File: config.mk
export PLATFORM = sky130hd
export DESIGN_NAME = hdm_decoder_regs
export DESIGN_NICKNAME = d
export VERILOG_FILES = /design/src/rtl/hdm_regs_pkg.sv /design/src/rtl/hdm_access_check.sv /design/src/rtl/hdm_commit_merge.sv /design/src/rtl/hdm_reg_slot.sv /design/src/rtl/hdm_decoder_regs.sv
export SDC_FILE = /design/constraint.sdc
export NUM_CORES = 1
export LEC_CHECK = 0
export ABC_AREA = 1
export CAP_MARGIN = 0
export CELL_PAD_IN_SITES_DETAIL_PLACEMENT = 1
export CELL_PAD_IN_SITES_GLOBAL_PLACEMENT = 1
export CORE_UTILIZATION = 40
export CTS_BUF_LIST = sky130_fd_sc_hd__clkbuf_4 sky130_fd_sc_hd__clkbuf_8
export CTS_CLUSTER_SIZE = 12
export DETAILED_ROUTE_END_ITERATION = 7
export HOLD_SLACK_MARGIN = 0.02
export PLACE_DENSITY = 0.91
export SYNTH_ARGS = -nofsm -noshare
export SYNTH_HDL_FRONTEND = slang
export SYNTH_SLANG_ARGS = --single-unit
File: constraint.sdc
create_clock -name clk -period 1.9 [get_ports clk]
set_input_delay 0.57 -clock clk [delete_from_list [all_inputs] [get_ports clk]]
set_output_delay 0.57 -clock clk [all_outputs]
set_load 0.05 [all_outputs]
File: src/rtl/hdm_regs_pkg.sv
`timescale 1ns/1ps
// Package: shared constants, register indices, write masks and the
// request classification type for the decoder register block.
package hdm_regs_pkg;

    localparam int REG_W    = 32;
    localparam int BE_W     = REG_W / 8;
    localparam int NUM_REGS = 9;

    localparam int IDX_CAP     = 0;
    localparam int IDX_GCTL    = 1;
    localparam int IDX_BASE_LO = 2;
    localparam int IDX_BASE_HI = 3;
    localparam int IDX_SIZE_LO = 4;
    localparam int IDX_SIZE_HI = 5;
    localparam int IDX_DCTL    = 6;
    localparam int IDX_TGT_LO  = 7;
    localparam int IDX_TGT_HI  = 8;

    // Control word bit positions; the write mask depends on them.
    localparam int CTL_COMMIT_BIT    = 9;
    localparam int CTL_COMMITTED_BIT = 10;
    localparam int CTL_ERR_BIT       = 11;

    // Capability: one decoder (code 0), target count 1, 256B and 4KiB
    // interleave supported, poison-on-error unsupported.
    localparam logic [REG_W-1:0] CAP_VALUE = 32'h0000_0310;

    // Bits of the control word that hardware alone may change.
    localparam logic [REG_W-1:0] CTL_STATUS_BITS =
        (32'h1 << CTL_COMMITTED_BIT) | (32'h1 << CTL_ERR_BIT);

    // Per-register write mask; the target-list-low mask depends on role.
    function automatic logic [REG_W-1:0] wmask_of(input int idx, input bit is_dev);
        logic [REG_W-1:0] m;
        case (idx)
            IDX_GCTL:    m = 32'h0000_0003;
            IDX_BASE_LO: m = 32'hF000_0000;
            IDX_BASE_HI: m = 32'hFFFF_FFFF;
            IDX_SIZE_LO: m = 32'hF000_0000;
            IDX_SIZE_HI: m = 32'hFFFF_FFFF;
            IDX_DCTL:    m = 32'h0000_13FF;
            IDX_TGT_LO:  m = is_dev ? 32'hF000_0000 : 32'hFFFF_FFFF;
            IDX_TGT_HI:  m = 32'hFFFF_FFFF;
            default:     m = 32'h0000_0000;
        endcase
        return m;
    endfunction

    // Outcome of one bus request.
    typedef struct packed {
        logic unsup;   // wide access rejected
        logic be_err;  // partial byte enables rejected
        logic wr_ok;   // full write accepted
        logic rd_ok;   // full read accepted
    } acc_class_t;

endpackage

File: src/rtl/hdm_access_check.sv
`timescale 1ns/1ps
// Access classifier: sorts a bus request into accepted read, accepted
// write, rejected wide access or rejected partial access.
// Assumes the request fields are meaningful only while req_valid is high.
module hdm_access_check
    import hdm_regs_pkg::*;
(
    input  logic            req_valid,
    input  logic            req_write,
    input  logic            req_wide,
    input  logic [BE_W-1:0] req_be,
    output acc_class_t      cls
);

    logic full_be;

    // Purpose: a legal access enables every byte lane.
    assign full_be = &req_be;

    // Purpose: derive the mutually exclusive request outcomes.
    always_comb begin
        cls.unsup  = req_valid &  req_wide;
        cls.be_err = req_valid & ~req_wide & ~full_be;
        cls.wr_ok  = req_valid & ~req_wide &  full_be &  req_write;
        cls.rd_ok  = req_valid & ~req_wide &  full_be & ~req_write;
    end

endmodule

File: src/rtl/hdm_commit_merge.sv
`timescale 1ns/1ps
// Masked merge: computes the next register value from the old value and
// write data through a fixed mask. The commit variant also turns a set
// commit bit into committed status in the same update.
// Assumes MASK excludes the committed and error bits for the commit variant.
module hdm_commit_merge
    import hdm_regs_pkg::*;
#(
    parameter logic [REG_W-1:0] MASK       = '0,
    parameter bit               HAS_COMMIT = 1'b0
) (
    input  logic [REG_W-1:0] old_q,
    input  logic [REG_W-1:0] new_d,
    output logic [REG_W-1:0] next_q
);

    logic [REG_W-1:0] merged;

    // Purpose: writable bits from new data, read-only bits from old value.
    assign merged = (new_d & MASK) | (old_q & ~MASK);

    if (HAS_COMMIT) begin : g_commit
        // Purpose: apply the commit handshake on top of the masked store.
        always_comb begin
            next_q = merged;
            if (new_d[CTL_COMMIT_BIT]) begin
                next_q[CTL_COMMIT_BIT]    = 1'b0;
                next_q[CTL_ERR_BIT]       = 1'b0;
                next_q[CTL_COMMITTED_BIT] = 1'b1;
            end
        end
    end else begin : g_plain
        assign next_q = merged;
    end

endmodule

File: src/rtl/hdm_reg_slot.sv
`timescale 1ns/1ps
// One writable register: resets to zero and loads its masked next value
// on an accepted write aimed at it.
// Assumes wr_en is a single-cycle strobe qualified by the top.
module hdm_reg_slot
    import hdm_regs_pkg::*;
#(
    parameter int IDX       = IDX_GCTL,
    parameter bit IS_DEVICE = 1'b1
) (
    input  logic             clk,
    input  logic             rst_n,
    input  logic             wr_en,
    input  logic [REG_W-1:0] wdata,
    output logic [REG_W-1:0] q
);

    localparam logic [REG_W-1:0] MASK       = wmask_of(IDX, IS_DEVICE);
    localparam bit               HAS_COMMIT = (IDX == IDX_DCTL);
    localparam logic [REG_W-1:0] HW_BITS    = HAS_COMMIT ? CTL_STATUS_BITS : '0;

    logic [REG_W-1:0] next_q;

    hdm_commit_merge #(
        .MASK       (MASK),
        .HAS_COMMIT (HAS_COMMIT)
    ) u_merge (
        .old_q  (q),
        .new_d  (wdata),
        .next_q (next_q)
    );

    // Purpose: register storage with synchronous reset to zero.
    always_ff @(posedge clk) begin
        if (!rst_n)
            q <= '0;
        else if (wr_en)
            q <= next_q;
    end

    // bits outside the mask never move on a write, except hardware status.
    assert_ro_bits_hold_R2: assert property (@(posedge clk) disable iff (!rst_n)
        wr_en |=> (((q ^ $past(q)) & ~(MASK | HW_BITS)) == '0));

    // a register that is not written keeps its value.
    assert_untouched_hold_R2: assert property (@(posedge clk) disable iff (!rst_n)
        !wr_en |=> (q == $past(q)));

    if (HAS_COMMIT) begin : g_commit_chk
        // commit write leaves committed set, commit and error clear.
        assert_commit_status_R4: assert property (@(posedge clk) disable iff (!rst_n)
            (wr_en && wdata[CTL_COMMIT_BIT]) |=>
                (q[CTL_COMMITTED_BIT] && !q[CTL_COMMIT_BIT] && !q[CTL_ERR_BIT]));

        // plain control write preserves the status bits.
        assert_plain_keeps_status_R5: assert property (@(posedge clk) disable iff (!rst_n)
            (wr_en && !wdata[CTL_COMMIT_BIT]) |=>
                (q[CTL_COMMITTED_BIT] == $past(q[CTL_COMMITTED_BIT]) &&
                 q[CTL_ERR_BIT] == $past(q[CTL_ERR_BIT])));
    end

endmodule

File: src/rtl/hdm_decoder_regs.sv
`timescale 1ns/1ps
// Decoder register block top: classifies bus requests, routes accepted
// writes to the addressed register slot, and returns a registered response
// one cycle after each strobe.
// Assumes one request per req_valid cycle; ADDR_W covers all nine words.
module hdm_decoder_regs
    import hdm_regs_pkg::*;
#(
    parameter int ADDR_W    = 4,
    parameter bit IS_DEVICE = 1'b1
) (
    input  logic              clk,
    input  logic              rst_n,
    input  logic              req_valid,
    input  logic              req_write,
    input  logic              req_wide,
    input  logic [ADDR_W-1:0] req_addr,
    input  logic [BE_W-1:0]   req_be,
    input  logic [REG_W-1:0]  req_wdata,
    output logic              rsp_valid,
    output logic [REG_W-1:0]  rsp_rdata,
    output logic              rsp_unsup,
    output logic              rsp_be_err
);

    localparam int FLAT_W = NUM_REGS * REG_W;

    acc_class_t       cls;
    logic [REG_W-1:0] words [NUM_REGS];
    logic [FLAT_W-1:0] regs_flat;
    logic [REG_W-1:0] rd_word;

    hdm_access_check u_check (
        .req_valid (req_valid),
        .req_write (req_write),
        .req_wide  (req_wide),
        .req_be    (req_be),
        .cls       (cls)
    );

    for (genvar i = 0; i < NUM_REGS; i++) begin : g_reg
        if (i == IDX_CAP) begin : g_const
            // Purpose: capability is a constant, no storage needed.
            assign words[i] = CAP_VALUE;
        end else begin : g_slot
            logic wr_sel;
            // Purpose: strobe this slot on an accepted write to its address.
            assign wr_sel = cls.wr_ok && (req_addr == ADDR_W'(i));
            hdm_reg_slot #(
                .IDX       (i),
                .IS_DEVICE (IS_DEVICE)
            ) u_slot (
                .clk   (clk),
                .rst_n (rst_n),
                .wr_en (wr_sel),
                .wdata (req_wdata),
                .q     (words[i])
            );
        end
        // Purpose: flat view of all registers for whole-state checks.
        assign regs_flat[i*REG_W +: REG_W] = words[i];
    end

    // Purpose: select the addressed word; unmapped addresses read zero.
    always_comb begin
        rd_word = '0;
        for (int k = 0; k < NUM_REGS; k++) begin
            if (req_addr == ADDR_W'(k))
                rd_word = words[k];
        end
    end

    // Purpose: register the response one cycle after the strobe.
    always_ff @(posedge clk) begin
        if (!rst_n) begin
            rsp_valid  <= 1'b0;
            rsp_rdata  <= '0;
            rsp_unsup  <= 1'b0;
            rsp_be_err <= 1'b0;
        end else begin
            rsp_valid  <= req_valid;
            rsp_rdata  <= cls.rd_ok ? rd_word : '0;
            rsp_unsup  <= cls.unsup;
            rsp_be_err <= cls.be_err;
        end
    end

    // wide access flags unsupported, returns zero and changes nothing.
    assert_wide_no_effect_R7: assert property (@(posedge clk) disable iff (!rst_n)
        (req_valid && req_wide) |=>
            (rsp_unsup && !rsp_be_err && rsp_rdata == '0 && $stable(regs_flat)));

    // partial byte enables flag an error and change nothing.
    assert_partial_be_R8: assert property (@(posedge clk) disable iff (!rst_n)
        (req_valid && !req_wide && req_be != '1) |=>
            (rsp_be_err && !rsp_unsup && rsp_rdata == '0 && $stable(regs_flat)));

    // response strobe follows the request strobe by one cycle.
    assert_rsp_timing_R9: assert property (@(posedge clk) disable iff (!rst_n)
        req_valid |=> rsp_valid);
    assert_rsp_idle_R9: assert property (@(posedge clk) disable iff (!rst_n)
        !req_valid |=> (!rsp_valid && !rsp_unsup && !rsp_be_err));

    // capability word never moves.
    assert_cap_const_R6: assert property (@(posedge clk) disable iff (!rst_n)
        1'b1 |=> $stable(regs_flat[REG_W-1:0]));

endmodule

Yosys cells after proc, flatten, opt, wreduce, memory -nomap -nowiden
Index checks and enable logic that the tools add are counted.
W data, S select, Z words.
{"block": "totals", "word_cells": 55, "out_inout_bits": 35, "in_bits": 45, "reg_bits": 291}
{"block": "op_classes", "n_eq_ne": 8, "n_bitwise": 14, "muxes": 10, "n_reduce_logical": 11}
{"operator": "$mux W32", "n": 8}
{"operator": "$or A32 B28 Y32", "n": 3}
{"operator": "$or A13 B32 Y32", "n": 1}
{"operator": "$or A2 B32 Y32", "n": 1}
{"operator": "$eq A4 B3 Y1 const B", "n": 4}
{"operator": "$mux W10", "n": 1}
{"operator": "$eq A4 B2 Y1 const B", "n": 2}
{"operator": "$logic_and A1 B1 Y1", "n": 8}
{"operator": "$and A1 B1 Y1", "n": 6}
{"operator": "$eq A4 B1 Y1 const B", "n": 1}
{"operator": "$eq A4 B4 Y1 const B", "n": 1}
{"operator": "$logic_not A4 Y1", "n": 1}
{"operator": "$reduce_and A4 Y1", "n": 1}
{"operator": "$mux W3", "n": 1}
{"operator": "$not A1 Y1", "n": 3}
{"operator": "$reduce_and A2 Y1", "n": 1}

Logic depth before layout (Yosys ltp)
Gate-level depths: netlist of run 1.
{"block": "logic_depth", "word_depth": 10, "mapped_depth": 9, "ltp_nobuf": 8}

By module
Synthesis of run 1 repeated with hierarchy kept, for this count alone.
{"block": "unflattened", "cells_unflattened": 2483, "area_unflattened_um2": 15816.4}
{"mod": "hdm_reg_slot", "instances": 8, "seq_area_each_um2": 640.6, "area_per_inst_um2": 1335.0, "cells_each": 202}
{"mod": "hdm_decoder_regs", "instances": 1, "seq_area_each_um2": 700.7, "area_per_inst_um2": 3155.5, "cells_each": 595}
{"mod": "hdm_commit_merge at g_reg[1].g_slot.u_slot.u_merge ...", "instances": 7, "seq_area_each_um2": 0.0, "area_per_inst_um2": 240.2, "cells_each": 32}
{"mod": "hdm_commit_merge at g_reg[6].g_slot.u_slot.u_merge", "instances": 1, "seq_area_each_um2": 0.0, "area_per_inst_um2": 247.7, "cells_each": 36}
{"mod": "hdm_access_check", "instances": 1, "seq_area_each_um2": 0.0, "area_per_inst_um2": 51.3, "cells_each": 12}

Worst setup path after synthesis of run 1
OpenSTA, ideal clock, no wires.
{"block": "synth_path", "path_kind": "input-to-reg", "startpoint": "input req_wide", "endpoint": "register g_reg[3].g_slot.u_slot.q[10]", "arrival_ns": 1.461, "setup_ns": 0.132, "slack_ns": 0.307, "path_stages": 8, "required_time_ns": 1.768, "n_path_buf": 2, "cell_sequence": "inv_1 > nand3_1 > nor2_1 > buf_2 > nand2_1 > clkbuf_1 > nand2_1 > a21oi_1"}
{"block": "synth_between", "elab_chain_len": 5}
{"element": "start, declared", "line_no": "hdm_decoder_regs.sv:16", "rtl": "input logic req_wide,"}
{"element": "$not A1 Y1", "line_no": "hdm_access_check.sv:24", "rtl": "cls.wr_ok = req_valid & ~req_wide & full_be & req_write;"}
{"element": "$and A1 B1 Y1 (3 in a row)", "line_no": "hdm_access_check.sv:24"}
{"element": "$logic_and A1 B1 Y1", "line_no": "hdm_decoder_regs.sv:48", "rtl": "assign wr_sel = cls.wr_ok && (req_addr == ADDR_W'(i));"}
{"element": "end signal, assigned", "line_no": "hdm_reg_slot.sv:38", "rtl": "q <= next_q;"}
{"element": "end, declared", "line_no": "hdm_reg_slot.sv:15", "rtl": "output logic [REG_W-1:0] q"}
Every way passes these cells.
A chain may end at the register's enable or synchronous reset.

Final worst setup path of run 1
{"block": "layout_path", "startpoint": "input req_addr[1]", "endpoint": "register rsp_rdata[31]"}
{"block": "layout_between", "elab_chain_len": 9, "word_cells_on_any_way": 16, "cone_classes": "eq/ne (8); mux (8)"}
{"element": "start, declared", "line_no": "hdm_decoder_regs.sv:17", "rtl": "input logic [ADDR_W-1:0] req_addr,"}
{"element": "$eq A4 B1 Y1", "line_no": "hdm_decoder_regs.sv:68", "rtl": "if (req_addr == ADDR_W'(k))"}
{"element": "$mux W32 (7 in a row)", "line_no": "hdm_decoder_regs.sv:68"}
{"element": "$mux W32 (*)", "line_no": "hdm_decoder_regs.sv:68"}
{"element": "end signal, assigned", "line_no": "hdm_decoder_regs.sv:82", "rtl": "rsp_rdata <= cls.rd_ok ? rd_word : '0;"}
{"element": "end, declared", "line_no": "hdm_decoder_regs.sv:21", "rtl": "output logic [REG_W-1:0] rsp_rdata,"}
Every way passes the cells marked *; elsewhere a longest branch is shown, timed or not.

==> impl_results.md, run 1 <==
- Status: complete, no violations
- Multi-input logic area: 0.002728 mm^2
- Worst path required time: roughly 2300 ps
- R2R Path Start: g_reg[4].g_slot.u_slot.q[31]
- Worst hold-check path type: flip-flop to flip-flop
- Tcrit/Tclk final: between 90 and 100%
- Post-synth cell types: 18
- Pre-Repair DR Iteration Count: 4
- Most common cell in the netlist: nand2_1
- F_max: 567.9 MHz
- Syn nets: 929
- Hold Buf Count CTS: 0
- Worst hold path cell count: 2
- R2r worst-path depth: 6
- Sequential power share: between 50 and 60%
- I/O Pins: 80
- Vias: ~6,500
- Layout cell share with drive strength beyond 1: around 15%
- Crit-path slowest cell: clkdlybuf4s50_1
- Mapped Area: 0.006325 mm^2
- Vias per inst: between 5 and 6
- DP Cell Count: about 1,200
- Gate Count Post-Synth: between 800 and 900
- Number of port buffers: between 70 and 80
- Global Route Usage Sum: between 20% and 30%
- Max-cap violation count: 0
- Critical path type: input port to flip-flop
- Slew margin rel.: 74.27%
- Post-CTS resize count: 0
- Die ar.: between 0.015 and 0.02 mm^2
- Vias in the first global route: between 6,000 and 7,000
- WL/cell: around 17 um
- Sequential-to-total area share from yosys stat: approximately half
- Peak supply drop: 0.5377 mV
- Startpoint types: input port
- Asr flop ratio synth: 0%
- Drt drc: 0
- Root buf cell: clkbuf_8
- Main synth FF type: dfxtp_1
- Worst Skew: 9.485 ps
- Total global routing overflow: 0
- WHS: between 400 and 500 ps
- Average cell area after synthesis: around 7.2 um^2
- Yosys reg bits: ~160
- Setup WS post-layout: 139.2 ps
- Worst r2r dst: rsp_rdata[31]
- Period minus WS final: 1761 ps
- DR iter-0 viols: 341
- Crit path depth: 8
- Hold path start: g_reg[6].g_slot.u_slot.q[4]
- Dpl hpwl: ~13,000 um
- RD Place Congestion: 0.8228
- Crit-path max FO: 13
- Switching Share: about a quarter
- Clock Sinks: 156
- H-tree Lvls: 4
- # nets final: 1,038
- Sw power: between 0.001 and 0.0015 W
- Most frequent cells after synthesis: nand2_1, dfxtp_1, nand3_1
- Clock power share: 40.4%
- Power Dens Cells: between 700 and 800 mW/mm^2
- Lkg Pwr: 3.174 nW
- Buffer and inverter count on the worst path: 2
- Top Family by Delay on Critical Path: buffers and inverters
- Top cell type's share of synthesized area: between 40 and 50%
- Most Frequent Cell on Critical Path: nand2_1
- Synth area leaders: dfxtp_1, nand2_1, nand3_1
- Global-route wire length before repair: 33,090 um
- Crit path DAT: ~2200 ps
- Yosys top cell by area: dfxtp_1
- Clk buf depth: 2
- Worst skew pair latency: between 400 and 500 ps
- Num CTS Buffers: 17
- Die extent in x: roughly 130 um
- Place WS: -322.3 ps
- Synth-to-layout area growth: 29.91%
- Core Rows: between 40 and 50
- Initial Utilization: between 40% and 50%
- RSZ-0062 raised after global routing: false
- Worst-path cell chain: clkdlybuf4s50_1 > nand2_2 > nor2_4 > buf_4 > nand2_1 > nand3_1 > nand2_1 > a21oi_1
- Comb power frac: ~6.5%
- Pint: 0.004706 W
- Post-Route WL: between 20,000 and 25,000 um
- Reg2reg setup slack: slightly above 900 ps
- Antenna diodes: 0
- Hold-critical path endpoint: g_reg[6].g_slot.u_slot.q[4]
- Fill count: 1,955
- Final Setup Violations: 0
- Post-synth EDFFs: 0
- Final Non-Filler Cells: around 1,200
- Pin count of the biggest net entering global routing: 42
- CP max stage delay: 600 ps
- Worst Max-Slew Pin Slew: a little under 400 ps
- Register area: between 0.003 and 0.004 mm^2
- Die height: about 130 um
- Antenna violations before repair: 0
- Setup crit end kind: flip-flop
- Synth Warn #: 0
- # Post-CTS Setup Buffers: 0
- Max-slew violations: 0
- Clk slew on worst S/H paths: around 80 ps
- Routed Antenna Nets: 0
- Final hold vios: 0
- Core Box Area: between 0.015 and 0.02 mm^2
- CTS tree: yes
-- worst max path at each step --
stage / start / to / slack [ps]
2_1_floorplan: req_wide / g_reg[3].g_slot.u_slot.q[10] / 310
3_3_place_gp: req_be[2] / g_reg[3].g_slot.u_slot.q[9] / -270
5_1_grt: req_addr[3] / rsp_rdata[9] / 70
4_1_cts: req_write / g_reg[3].g_slot.u_slot.q[12] / 150
3_5_place_dp: req_write / g_reg[5].g_slot.u_slot.q[31] / -320
6_report: req_addr[1] / rsp_rdata[31] / 140
-- placed cells by master, fill, tap and decap left out --
master,n
o21ai_0,21
nor3_4,1
nand4_1,5
a21oi_1,131
nor2_1,47
dfxtp_1,156
buf_12,21
clkinv_2,7
inv_1,56
or2_2,2
clkdlybuf4s50_1,44
bufinv_16,1
nor2_2,2
and3_1,1
nand3_1,146
inv_2,3
nand2_2,2
nor2_4,3
buf_4,83
nand2_1,249
clkbuf_4,2
clkbuf_8,23
-- power groups by stage --
stage               registers [W]  clock network [W]  logic (W)
floorplan                 0.00336                  0   0.000121
global placement          0.00335                  0   0.000390
detailed placement        0.00335                  0   0.000397
CTS                       0.00327            0.00254   0.000400
global route              0.00327            0.00271   0.000424
finish                    0.00327            0.00249   0.000402
-- layout make-up --
| cell class | instances | share of cell area, % |
|---|---|---|
| Multi-Input combinational cell | 610 | 33.20 |
| Clock inverter | 7 | 0.7309 |
| Sequential cell | 156 | 38.01 |
| Inverter | 60 | 2.756 |
| Timing Repair Buffer | 148 | 18.06 |
| Tap cell | 211 | 3.213 |
| Clock buffer | 25 | 4.035 |
-- per-layer routing --
layer,global-route usage (%),part of all wire [%]
met1,29.60,41
met2,47.79,53
met3,4.883,3.8
met4,10.59,2.3
met5,0,0
-- worst reg2reg max path: stages, from the launching register on --
cell     delay, ps
dfxtp_1        340
inv_1           40
nand3_1         70
nand2_1         90
nor2_1         120
nand2_1         80
a21oi_1        140
-- kinds of logic after synthesis --
kind of cell | share of synthesized area [%]
flip-flops | 49.38
buffers and inverters | 7.913
AND/OR/NAND/NOR | 30.68
AO/OA/AOI/OAI | 12.03
-- state kept, by name, indices dropped and copies added (netlist names) --
register / flops
rsp_valid: 1
rsp_unsup: 1
g.g_slot.u_slot.q: 121
rsp_rdata: 32
rsp_be_err: 1
-- stage by stage --
step	util (%)	setup TNS, ps	total power (W)	cell area, um^2
2_1_floorplan	-	0	0.003479	6325
3_3_place_gp	51.09	-32280	0.003738	7825
3_5_place_dp	51.09	-38890	0.003745	7825
4_1_cts	53.65	0	0.006212	8217
5_1_grt	53.65	0	0.006402	8217
6_report	53.65	0	0.006167	8217
Power figures use the tool's default switching activity.
==> run 2: changes to the inputs <==
--- a/config.mk
+++ b/config.mk
@@ -10,7 +10,7 @@
 export CELL_PAD_IN_SITES_DETAIL_PLACEMENT = 1
 export CELL_PAD_IN_SITES_GLOBAL_PLACEMENT = 1
 export CORE_UTILIZATION = 40
-export CTS_BUF_LIST = sky130_fd_sc_hd__clkbuf_4 sky130_fd_sc_hd__clkbuf_8
+export CTS_BUF_LIST = sky130_fd_sc_hd__clkbuf_4
 export CTS_CLUSTER_SIZE = 12
 export DETAILED_ROUTE_END_ITERATION = 7
 export HOLD_SLACK_MARGIN = 0.02
==> run 2 against run 1 <==
Sequential power about the same. Worst hold slack improved by 5.2 ps. Sequential cell count is the same. Sequential share of layout area increased by 0.79 points. Register-to-register slack barely moved. Clock power decreased by 28%. Cell count unchanged. Largest cell class unchanged. Critical path type is now flip-flop to output port. Critical endpoint is now rsp_rdata[30].
==> impl_results.md, run 2 (same netlist as run 1, synthesis figures left out) <==
- Status: complete, no violations
- Number of flip-flops in the largest register: about 120
- Worst path required time: 1330 ps
- Clock power share: 32.8%
- Routed Antenna Nets: 0
- Comb power frac: between 7 and 8%
- Biggest register: g.g_slot.u_slot.q
- RSZ-0062 raised after global routing: false
- Post-Route WL: roughly 19,000 um
- Vias in the first global route: ~6,500
- Peak supply drop: 0.4396 mV
- Max-slew violations: 0
- Worst setup startpoint: rsp_rdata[30]
- I/O Pins: 80
- Max-cap violation count: 0
- Final hold vios: 0
- Sw power: around 0.0014 W
- Number of port buffers: 79
- WL/cell: ~16 um
- Reg2reg setup slack: about 930 ps
- DR iter-0 viols: around 320
- Global-route wire length before repair: between 30,000 and 40,000 um
- Setup WS post-layout: between 100 and 150 ps
- Clock Sinks: approximately 160
- Commonest cells after routing, fill and taps aside: nand2_1, dfxtp_1, nand3_1
- Root buf cell: clkbuf_4
- Setup TNS: 0 ps
- F_max: about 570 MHz
- Pint: approximately 0.0041 W
- Crit-path max FO: 1
- Num CTS Buffers: 17
- Largest regs: g.g_slot.u_slot.q (121), rsp_rdata (32)
- Die ar.: about 0.016 mm^2
- R2R Path Start: g_reg[3].g_slot.u_slot.q[8]
- Pre-Repair DR Iteration Count: 4
- Vias: approximately 6,400
- CP endpoint: rsp_rdata[30]
- Total global routing overflow: 0
- DP Cell Count: 1,185
- # Post-CTS Setup Buffers: 0
- Worst r2r dst: rsp_rdata[8]
- Setup crit end kind: output port
- Top Family by Delay on Critical Path: flip-flops
- Startpoint types: flip-flop
- Antenna diodes: 0
- H-tree Lvls: 4
- Worst-path cell chain: buf_4
- Lkg Pwr: about 3.1 nW
- CP max stage delay: about 400 ps
- Sequential power share: approximately 60%
- Core Box Area: 0.01531 mm^2
- Dpl hpwl: 13,460 um
- Power Dens Cells: between 600 and 700 mW/mm^2
- Crit path depth: 1
- Clk slew on worst S/H paths: approximately 130 ps
- Final Non-Filler Cells: around 1,200
- Clk buf depth: 2
- Die extent in x: 127.7 um
- CTS tree: yes
- Crit path DAT: between 1000 and 1500 ps
- Final Setup Violations: 0
- Pin count of the biggest net entering global routing: between 40 and 50
- Worst Skew: between 15 and 20 ps
- Most common cell after layout, fill and taps aside: nand2_1
- RD Place Congestion: around 0.82
- Worst Max-Slew Pin Slew: 415.5 ps
- Critical path type: flip-flop to output port
- Worst hold-check path type: flip-flop to flip-flop
- Die height: ~130 um
- Drt drc: 0
- Buffer and inverter count on the worst path: 1
- Hold Buf Count CTS: 0
- Vias per inst: between 5 and 6
- R2r worst-path depth: 5
- Core Rows: 45
- Switching Share: 25.34%
- Period minus WS final: 1762 ps
- Post-CTS resize count: 0
- Crit-path slowest cell: dfxtp_1
- Antenna violations before repair: 0
- Placed cell areas: between 0.007 and 0.008 mm^2
- Worst skew pair latency: approximately 580 ps
- Final core occ: a little over half
- Layout cell share with drive strength beyond 1: 14.31%
- Slew margin rel.: between 70% and 80%
- Global Route Usage Sum: 25.16%
- # nets final: slightly above 1,000
- Final instance area: about 0.0081 mm^2
- Initial Utilization: about two fifths
- Synth-to-layout area growth: 27.28%
- Place WS: -322.3 ps
- Tcrit/Tclk final: just over 90%
==> run 2: cell count changes in the layout (fill, tap and decap cells not counted), sizes merged <==
| cell | delta |
|---|---|
| clkbuf | -6 |
| clkinv | +6 |
==> run 2: worst min-delay path by stage <==
stage | startpoint | to | slack [ps] | cells after the start
global placement | g_reg[6].g_slot.u_slot.q[10] | g_reg[6].g_slot.u_slot.q[10] | 440 | 2
global route | g_reg[6].g_slot.u_slot.q[4] | g_reg[6].g_slot.u_slot.q[4] | 490 | 2
finish | g_reg[5].g_slot.u_slot.q[24] | g_reg[5].g_slot.u_slot.q[24] | 470 | 2
detailed placement | g_reg[6].g_slot.u_slot.q[4] | g_reg[6].g_slot.u_slot.q[4] | 450 | 2
floorplan | g_reg[6].g_slot.u_slot.q[10] | g_reg[6].g_slot.u_slot.q[10] | 430 | 2
CTS | g_reg[5].g_slot.u_slot.q[24] | g_reg[5].g_slot.u_slot.q[24] | 470 | 2
==> run 2: layer usage <==
layer	track usage (%)	share of wire (%)
met3	5.301	3.5
met1	29.27	42
met4	9.273	2.0
met5	0	0
met2	45.30	52
==> run 2: worst register-to-register path, cell delays in order (launching register included) <==
cell,delay (ps)
dfxtp_1,330
or2_2,280
nand2_1,70
nand4_1,90
nand2_1,80
inv_1,40
==> run 2: cell type report <==
type                    instances  area (um^2)
multi-input cells             610         2728
fillers                      1990         7264
repair buffers                148         1484
flip-flops and latches        156         3123
well taps                     211        264.0
clock buffers                  19        142.6
clock inverters                13        82.58
inverters                      60        226.5
==> run 2: power groups by stage <==
stage / registers, W / logic [W] / clock network (W)
floorplan: 0.00336 / 0.000121 / 0
global placement: 0.00335 / 0.000390 / 0
detailed placement: 0.00335 / 0.000397 / 0
CTS: 0.00327 / 0.000399 / 0.00183
global route: 0.00328 / 0.000424 / 0.00200
finish: 0.00327 / 0.000401 / 0.00179
==> run 2: stage by stage <==
| step | power (W) | hold slack (ps) |
|---|---|---|
| after global routing | 0.005699 | 487.0 |
| after CTS | 0.005503 | 469.1 |
| after detailed placement | 0.003745 | 450.4 |
| after global placement | 0.003738 | 443.2 |
| final | 0.005470 | 466.1 |
| after floorplan | 0.003479 | 430.1 |
